File: config.mk
export PLATFORM = sky130hd
export DESIGN_NAME = chanval_coherent
export DESIGN_NICKNAME = d
export VERILOG_FILES = /design/src/rtl/cvr_pkg.sv /design/src/rtl/cvr_rdlatch.sv /design/src/rtl/cvr_wbuf.sv /design/src/rtl/cvr_valreg.sv /design/src/rtl/chanval_coherent.sv
export SDC_FILE = /design/constraint.sdc
export NUM_CORES = 1
export LEC_CHECK = 0
export BUFFER_PORTS_ARGS = -buffer_cell sky130_fd_sc_hd__buf_2
export CORE_MARGIN = 10
export CORE_UTILIZATION = 54
export DETAILED_ROUTE_END_ITERATION = 16
export PLACE_DENSITY = 0.8
export SLEW_MARGIN = 20
export SYNTH_ARGS = -nofsm -noshare
export SYNTH_HDL_FRONTEND = slang
export SYNTH_HIERARCHICAL = 1
export SYNTH_SLANG_ARGS = --single-unit
export TNS_END_PERCENT = 10
File: constraint.sdc
create_clock -name clk -period 2.91 [get_ports clk]
set_input_delay 0 -clock clk [delete_from_list [all_inputs] [get_ports clk]]
set_output_delay 0 -clock clk [all_outputs]
set_load 0.1 [all_outputs]
File: src/rtl/cvr_pkg.sv
package cvr_pkg;

    localparam int LANES   = 2;
    localparam int LANE_LO = 0;
    localparam int LANE_HI = 1;

    typedef enum logic [1:0] {
        MD_CAPTURE  = 2'b00,
        MD_COMPARE  = 2'b01,
        MD_PWM      = 2'b10,
        MD_COMPARE2 = 2'b11
    } chan_mode_e;

    typedef enum logic [1:0] {
        RA_VAL_HI = 2'd0,
        RA_VAL_LO = 2'd1,
        RA_CTRL   = 2'd2,
        RA_SPARE  = 2'd3
    } reg_addr_e;

    typedef struct packed {
        logic rd_hi;
        logic rd_lo;
        logic rd_ctrl;
        logic wr_hi;
        logic wr_lo;
        logic wr_ctrl;
    } bus_op_t;

    function automatic bus_op_t decode_op(logic en, logic wr, logic [1:0] addr);
        bus_op_t   op;
        reg_addr_e a;
        a          = reg_addr_e'(addr);
        op.rd_hi   = en && !wr && (a == RA_VAL_HI);
        op.rd_lo   = en && !wr && (a == RA_VAL_LO);
        op.rd_ctrl = en && !wr && (a == RA_CTRL);
        op.wr_hi   = en &&  wr && (a == RA_VAL_HI);
        op.wr_lo   = en &&  wr && (a == RA_VAL_LO);
        op.wr_ctrl = en &&  wr && (a == RA_CTRL);
        return op;
    endfunction

    function automatic logic mode_takes_writes(chan_mode_e m);
        return m != MD_CAPTURE;
    endfunction

    function automatic logic mode_is_pwm(chan_mode_e m);
        return m == MD_PWM;
    endfunction

endpackage

File: src/rtl/cvr_rdlatch.sv
module cvr_rdlatch #(
    parameter int BYTE_W = 8,
    localparam int VAL_W = 2 * BYTE_W
) (
    input  logic              clk,
    input  logic              rst,
    input  logic              rd_hi,
    input  logic              rd_lo,
    input  logic              freeze,
    input  logic              clear_req,
    input  logic [VAL_W-1:0]  live,
    output logic [BYTE_W-1:0] rd_byte
);

    logic             lat_v;
    logic             lat_hi_first;
    logic [VAL_W-1:0] lat_q;
    logic [BYTE_W-1:0] live_b;
    logic [BYTE_W-1:0] held_b;

    always_comb begin
        live_b  = rd_hi ? live[BYTE_W +: BYTE_W]  : live[0 +: BYTE_W];
        held_b  = rd_hi ? lat_q[BYTE_W +: BYTE_W] : lat_q[0 +: BYTE_W];
        rd_byte = (freeze || !lat_v) ? live_b : held_b;
    end

    always_ff @(posedge clk) begin
        if (rst) begin
            lat_v        <= 1'b0;
            lat_hi_first <= 1'b0;
            lat_q        <= '0;
        end else if (clear_req) begin
            lat_v <= 1'b0;
        end else if ((rd_hi || rd_lo) && !freeze) begin
            if (!lat_v) begin
                lat_v        <= 1'b1;
                lat_hi_first <= rd_hi;
                lat_q        <= live;
            end else if (rd_hi != lat_hi_first) begin
                lat_v <= 1'b0;
            end
        end
    end

endmodule

File: src/rtl/cvr_wbuf.sv
module cvr_wbuf
    import cvr_pkg::*;
#(
    parameter int BYTE_W = 8,
    localparam int VAL_W = 2 * BYTE_W
) (
    input  logic              clk,
    input  logic              rst,
    input  logic              wr_hi,
    input  logic              wr_lo,
    input  logic [BYTE_W-1:0] wdata,
    input  logic              cancel,
    input  logic              immediate,
    input  logic              fire,
    output logic              commit,
    output logic [VAL_W-1:0]  commit_val
);

    logic [LANES-1:0] wr_lane;
    logic [LANES-1:0] have_q;
    logic             pend_q;
    logic             any_wr;
    logic             pair_done;

    assign wr_lane[LANE_HI] = wr_hi;
    assign wr_lane[LANE_LO] = wr_lo;
    assign any_wr           = |wr_lane;
    assign pair_done        = any_wr && ((have_q | wr_lane) == {LANES{1'b1}});

    for (genvar g = 0; g < LANES; g++) begin : g_lane
        logic [BYTE_W-1:0] held;
        always_ff @(posedge clk) begin
            if (rst)             held <= '0;
            else if (wr_lane[g]) held <= wdata;
        end
        assign commit_val[g*BYTE_W +: BYTE_W] = wr_lane[g] ? wdata : held;
    end

    always_ff @(posedge clk) begin
        if (rst) begin
            have_q <= '0;
            pend_q <= 1'b0;
        end else if (cancel) begin
            have_q <= '0;
            pend_q <= 1'b0;
        end else if (any_wr) begin
            have_q <= pair_done ? '0 : (have_q | wr_lane);
            pend_q <= pair_done && !immediate;
        end else if (pend_q && fire) begin
            pend_q <= 1'b0;
        end
    end

    assign commit = !cancel &&
                    ((pair_done && immediate) || (pend_q && fire && !any_wr));

endmodule

File: src/rtl/cvr_valreg.sv
module cvr_valreg
    import cvr_pkg::*;
#(
    parameter int BYTE_W = 8,
    localparam int VAL_W = 2 * BYTE_W
) (
    input  logic              clk,
    input  logic              rst,
    input  logic              commit,
    input  logic [VAL_W-1:0]  commit_val,
    input  logic              cap_evt,
    input  logic [VAL_W-1:0]  cap_val,
    input  logic              ctrl_we,
    input  logic [BYTE_W-1:0] ctrl_wdata,
    output logic [VAL_W-1:0]  val_q,
    output logic [BYTE_W-1:0] ctrl_q,
    output chan_mode_e        mode
);

    assign mode = chan_mode_e'(ctrl_q[1:0]);

    always_ff @(posedge clk) begin
        if (rst)          ctrl_q <= '0;
        else if (ctrl_we) ctrl_q <= ctrl_wdata;
    end

    always_ff @(posedge clk) begin
        if (rst)                                val_q <= '0;
        else if (cap_evt && mode == MD_CAPTURE) val_q <= cap_val;
        else if (commit)                        val_q <= commit_val;
    end

endmodule

File: src/rtl/chanval_coherent.sv
module chanval_coherent
    import cvr_pkg::*;
#(
    parameter int BYTE_W = 8,
    localparam int VAL_W = 2 * BYTE_W
) (
    input  logic              clk,
    input  logic              rst,
    input  logic              bus_en,
    input  logic              bus_wr,
    input  logic [1:0]        bus_addr,
    input  logic [BYTE_W-1:0] bus_wdata,
    output logic [BYTE_W-1:0] bus_rdata,
    input  logic [1:0]        clk_src,
    input  logic              pre_tick,
    input  logic [VAL_W-1:0]  ctr_now,
    input  logic [VAL_W-1:0]  ctr_mod,
    input  logic              dbg_freeze,
    input  logic              cap_evt,
    output logic [VAL_W-1:0]  ch_val,
    output logic [1:0]        ch_mode
);

    bus_op_t           op;
    chan_mode_e        mode;
    logic [BYTE_W-1:0] ctrl_q;
    logic [BYTE_W-1:0] lat_byte;
    logic              wr_ok;
    logic              fire;
    logic              commit;
    logic [VAL_W-1:0]  commit_val;
    logic              lat_clear;

    assign op        = decode_op(bus_en, bus_wr, bus_addr);
    assign wr_ok     = mode_takes_writes(mode);
    assign fire      = mode_is_pwm(mode) ? (pre_tick && (ctr_now == ctr_mod)) : pre_tick;
    assign lat_clear = op.wr_ctrl || (dbg_freeze && (op.wr_hi || op.wr_lo));
    assign ch_mode   = ctrl_q[1:0];

    cvr_rdlatch #(.BYTE_W(BYTE_W)) u_rdlatch (
        .clk       (clk),
        .rst       (rst),
        .rd_hi     (op.rd_hi),
        .rd_lo     (op.rd_lo),
        .freeze    (dbg_freeze),
        .clear_req (lat_clear),
        .live      (ch_val),
        .rd_byte   (lat_byte)
    );

    cvr_wbuf #(.BYTE_W(BYTE_W)) u_wbuf (
        .clk        (clk),
        .rst        (rst),
        .wr_hi      (op.wr_hi && wr_ok),
        .wr_lo      (op.wr_lo && wr_ok),
        .wdata      (bus_wdata),
        .cancel     (op.wr_ctrl),
        .immediate  (clk_src == 2'b00),
        .fire       (fire),
        .commit     (commit),
        .commit_val (commit_val)
    );

    cvr_valreg #(.BYTE_W(BYTE_W)) u_valreg (
        .clk        (clk),
        .rst        (rst),
        .commit     (commit),
        .commit_val (commit_val),
        .cap_evt    (cap_evt),
        .cap_val    (ctr_now),
        .ctrl_we    (op.wr_ctrl),
        .ctrl_wdata (bus_wdata),
        .val_q      (ch_val),
        .ctrl_q     (ctrl_q),
        .mode       (mode)
    );

    always_comb begin
        bus_rdata = '0;
        if (op.rd_ctrl)               bus_rdata = ctrl_q;
        else if (op.rd_hi || op.rd_lo) bus_rdata = lat_byte;
    end

endmodule

Word level (Yosys, flattened, before mapping)
Cells that the tools add are included.
- input bits: 51
- output and inout port bits: 26
- word-level logic and storage cells: 74
- register bits after elaboration: 61
- equality and inequality tests: 6
- bitwise logic cells: 3
- multiplexer cells: 15
- reduce and logical (&&, ||, !) cells: 41
- operators by type and width (kind ; number):
    $mux 8 ; 7
    $mux 16 ; 2
    $logic_and 1x1->1 ; 20
    $eq 16x16->1 ; 1
    $eq 2x2->1 const B ; 3
    $logic_not 1->1 ; 6
    $logic_not 2->1 ; 3
    $reduce_bool 2->1 ; 3
    $reduce_or 2->1 ; 3
    $logic_or 1x1->1 ; 5
    $mux 1 ; 5
    $reduce_and 3->1 ; 1
    $eq 2x1->1 const B ; 1
    $mux 2 ; 1
    $not 1->1 ; 2
    $or 2x2->2 ; 1
    $ne 1x1->1 ; 1

Logic depth before layout (Yosys ltp)
- word-level depth: 11
- gate-level depth with buffers: 11
- depth with buffers taken out: 8

Hierarchy
The synthesis kept the hierarchy.
- by module, submodules not included (module ; sequential area each (um^2) ; instances ; cells each ; area an instance (um^2)):
    cvr_valreg ; 480.5 ; 1 ; 103 ; 1149.9
    cvr_rdlatch ; 360.3 ; 1 ; 95 ; 1053.5
    cvr_wbuf ; 380.4 ; 1 ; 71 ; 844.6
    chanval_coherent ; 0.0 ; 1 ; 45 ; 344.1

Worst setup path before layout
Ideal clock, no wire load.
- path kind: register to register
- from: register u_valreg.ctrl_q[0]
- to: register u_valreg.val_q[5]
- required time: 2.767 ns
- data arrival time: 3.219 ns
- library setup time: 0.143 ns
- path buffers: 4
- clock period less this slack: 3.362 ns
- slack: -0.452 ns
- cell stages (with the launch flop): 12
- cell sequence: dfxtp_1 buf_4 nor2_1 nor4_1 buf_6 a21o_4 o211ai_1 a21oi_1 buf_2 buf_2 mux2i_1 a211oi_2
- cells in the longest elaborated chain, start to end: 9
- elaborated cells on any way between the ends: 21
- those cells by class: eq/ne (2); mux (4); bitwise (1); reduce/logical (14)
- RTL lines (item ; RTL line ; text):
    start: declaration ; cvr_valreg.sv:16 ; output logic [BYTE_W-1:0] ctrl_q,
    start signal: assignment ; cvr_valreg.sv:24 ; else if (ctrl_we) ctrl_q <= ctrl_wdata;
    $reduce_bool 2->1 ; cvr_pkg.sv:44 ; return m != MD_CAPTURE;
    $logic_and 1x1->1, on equally long branches ; chanval_coherent.sv:55, chanval_coherent.sv:54 ;
    $or 2x2->2 ; cvr_wbuf.sv:28 ; assign pair_done = any_wr && ((have_q | wr_lane) == {LANES{1'b1}});
    $eq 2x2->1 ; cvr_wbuf.sv:28 ;
    $logic_and 1x1->1 ; cvr_wbuf.sv:28 ;
    $logic_and 1x1->1 ; cvr_wbuf.sv:55 ; ((pair_done && immediate) || (pend_q && fire && !any_wr));
    $logic_or 1x1->1 * ; cvr_wbuf.sv:55 ;
    $logic_and 1x1->1 * ; cvr_wbuf.sv:54 ; assign commit = !cancel &&
    net commit ; chanval_coherent.sv:30 ; logic commit;
    $reduce_bool 2->1 (no line) * ; n/a ;
    end signal: assignment ; cvr_valreg.sv:29 ; else if (cap_evt && mode == MD_CAPTURE) val_q <= cap_val;
    end signal: assignment ; cvr_valreg.sv:30 ; else if (commit) val_q <= commit_val;
    end: declaration ; cvr_valreg.sv:15 ; output logic [VAL_W-1:0] val_q,
Mark *: on every way through the listed nets, which the timed path passes. The rest lies on a longest branch. The select of a mux whose other input is x is not followed.
A chain may end at the register's enable or synchronous reset.

Final worst setup path
- from: register u_valreg.ctrl_q[1]
- to: register u_valreg.val_q[6]
The elaborated chain is that of the path after synthesis.

==> summary.md <==
| Metric | Value |
|---|---|
| Synth Cell Area | 3390 um^2 |
| Layout cell share with drive strength beyond 1 | 36.6% |
| Die area | 9850 um^2 |
| Final Non-Filler Cells | 474 |
| Crit end category | flop |
| Final number of max-transition violations | 0 |
| Ant. Diodes | 0 |
| H-tree levels | 3 |
| Arr. time, crit path | 2.54 ns |
| Die Ht | 99.3 um |
| CP required | 3.08 ns |
| Clock skew | 0.00575 ns |
| Share of flip-flops with an asynchronous set or reset | 0% |
| Leading area contributor after synthesis | dfxtp_1 |
| DR iter-0 viols | 130 |
| Num ports | 77 |
| Crit path depth | 9 |
| Hold Crit Class | input port to flop |
| Final Critical Period | 2.36 ns |
| Total CTS buffers | 9 |
| Via count | 2,621 |
| Initial core utilization | 56.3% |
| First-pass GRT wire length | 13,700 um |
| Std cell rows | 28 |
| Register cell area after layout | 1220 um^2 |
| RSZ-0062 raised after global routing | false |
| P per Cell Area | 479 nW/um^2 |
| Vias/cell | 5.53 |
| Count of flip-flops with a built-in enable after synthesis | 0 |
| GP Congestion | 0.824 |
| Yosys reg bits | 61 |
| Worst-path maximum fanout | 22 |
| Hpwl dp | 6530 um |
| Total grt overflow | 0 |
| # Post-CTS Setup Buffers | 0 |
| Placement Cell Area | 3790 um^2 |
| Global Route Usage Sum | 17.1% |
| Area of the multi-input gates | 2010 um^2 |
| Run status | completed |
| CTS sink cnt | 61 |
| Max Root-Sink Buffers | 2 |
| Mapped Nets | 365 |
| Synth cell types | 42 |
| Post_cts resized | 0 |
| Final period util | 81.2% |
| 1st-pass router iterations | 5 |
| Post-synth top flop | dfxtp_1 |
| CP Cell Sequence | nor2_1 -> nor4b_2 -> buf_4 -> a21o_4 -> o211ai_1 -> a21oi_2 -> buf_4 -> mux2i_1 -> a211oi_2 |
| Top post-synthesis cells by count | 61 x dfxtp_1, 42 x mux2i_1, 36 x nand2b_1 |
| Largest cells by area after synthesis | dfxtp_1 36%, mux2i_1 12%, nand2b_1 6.6% |
| CP top delay family | flip-flops |
| Count leader, synth | dfxtp_1 |
| WL/cell | 18.1 um |
| CP max-delay cell | dfxtp_2 |
| Avg Inst Size Synth | 10.8 um^2 |
| FILL cells | 488 |
| Worst Tran Pin Value | 0.971 ns |
| Port Buf Inserts | 76 |
| Design area | 4050 um^2 |
| # DRC | 0 |
| Routed wire length | 8590 um |
| Pwr Total | 1.94 mW |
| Max VDD drop | 0.242 mV |
| Final setup fails | 0 |
| Clk_lat worst skew | 0.34 ns |
| Clock Pin Slew Worst Setup and Hold Paths | 0.06 ns |
| YS warnings | 6 |
| Die width | 99.3 um |
| Fin Setup TNS | 0 ns |
| Area delta synth->final | 19.3% |
| FF-to-FF path depth | 9 |
| Max Fclk | 423 MHz |
| Final Net Count | 445 |
| Critical path startpoint category | flop |
| Hold Vio Cnt, Final | 0 |
| CTS Root Buffer Type | clkbuf_8 |
| Initial antenna violation count | 0 |
| Sequential share of the synthesized area | 36.0% |
| Crit path top cell by count | buf_4 |
| Core footprint | 6030 um^2 |
| Post-synth top area share | 36.0% |
| Post-route ant nets | 0 |
| WHS Path Cells | 3 |
| Placed Cells | 450 |
| Max Cap Violations | 0 |
| Setup CP Type | flop to flop |
| Number of global-route vias before repair | 2,820 |
| CTS tree | done |
| Worst Path Buf+Inv | 2 |
| Syn Inst Count | 314 |
| P_leak | 1.51 nW |
| Largest net degree at the start of global routing | 65 |
| Slowest stage delay, CP | 0.57 ns |
| R2r setup slk | 0.55 ns |
| Worst relative slew slack | 35.2% |
==> tightest hold or removal path: cells and delay by family <==
family,cells,cell delay (ns)
AO/OA/AOI/OAI,1,0.17
AND/OR/NAND/NOR,1,0.05
buffers and inverters,1,0.10
==> kinds of logic (layout without fill, tap and decap cells) <==
family          after synthesis  count (layout)  synth area share (%)
mux                          66              66                  23.9
flops                        61              61                  36.0
xor+xnor                     16              16                  4.13
simple gates                107             107                  21.0
buf+inv                      29             114                  5.61
compound gates               35              35                  9.33
==> flip-flops by register name (all words and copies together), names as in the netlist <==
signal                  count
u_wbuf/pend_q               1
u_valreg/val_q             16
u_rdlatch/lat_hi_first      1
u_rdlatch/lat_v             1
u_rdlatch/lat_q            16
u_valreg/ctrl_q             8
u_wbuf/have_q               2
u_wbuf/g_lane.held         16
==> metal layers <==
metal  track usage, %  wire [um]  up-vias
met5                0          0        -
met3             5.54        527        6
li1                 -          -     1293
met1             19.9       3790     1233
met2             28.3       4180       89
met4             7.17         97        0
==> what timing repair did <==
action | CTS | global route
hold buffers | 8 | 0
endpoints found under the hold margin | 8 | 0
endpoints found under the setup margin | 0 | 0
==> cell usage in the layout, fill, tap and decap left out, types with 7 or more instances in the layout <==
cell / Yosys / layout
mux2_4: 8 / 8
nand2b_1: 36 / 36
dfxtp_1: 61 / 59
nor4b_1: 17 / 16
dlygate4sd3_1: 0 / 8
buf_2: 4 / 76
mux2i_1: 42 / 42
mux4_2: 8 / 8
a211oi_2: 10 / 10
mux2_2: 8 / 8
nor2b_1: 11 / 11
nor2_1: 13 / 13
clkbuf_8: 0 / 11
a211oi_1: 7 / 7
a22o_1: 8 / 8
buf_4: 2 / 10
xnor2_1: 16 / 16
==> through the flow <==
| step | util [%] | hold slack, ns | setup WS (ns) |
|---|---|---|---|
| 2_1_floorplan | - | 0.0728 | 0.129 |
| 4_1_cts | 67.1 | 0.0208 | 0.541 |
| 3_5_place_dp | 63.0 | 0.287 | 0.548 |
| 5_1_grt | 67.1 | 0.0552 | 0.347 |
| 3_3_place_gp | 63.0 | 0.270 | 0.684 |
| 6_report | 67.1 | 0.0304 | 0.548 |
==> final timing paths <==
kind,start,to
hold reg to reg,u_wbuf/pend_q,u_wbuf/pend_q
hold / removal,ctr_now[9],u_valreg/val_q[9]
setup reg to reg,u_valreg/ctrl_q[1],u_valreg/val_q[6]
setup / recovery,u_valreg/ctrl_q[1],u_valreg/val_q[6]
==> where the power goes <==
group | internal [mW] | switching [mW] | leakage (nW) | total (mW)
registers | 0.859 | 0.0277 | 0.497 | 0.887
logic | 0.126 | 0.263 | 0.927 | 0.389
clock network | 0.356 | 0.305 | 0.0877 | 0.661
total | 1.34 | 0.595 | 1.51 | 1.94
==> layout make-up <==
class                   count  area share, %
multi-input cells         224           49.6
repair buffers             94           13.2
well taps                  75           2.32
inverters                   4          0.371
clock inverters             1          0.124
flip-flops and latches     61           30.3
clock buffers              15           4.11
(Power assumes the default switching activity.)
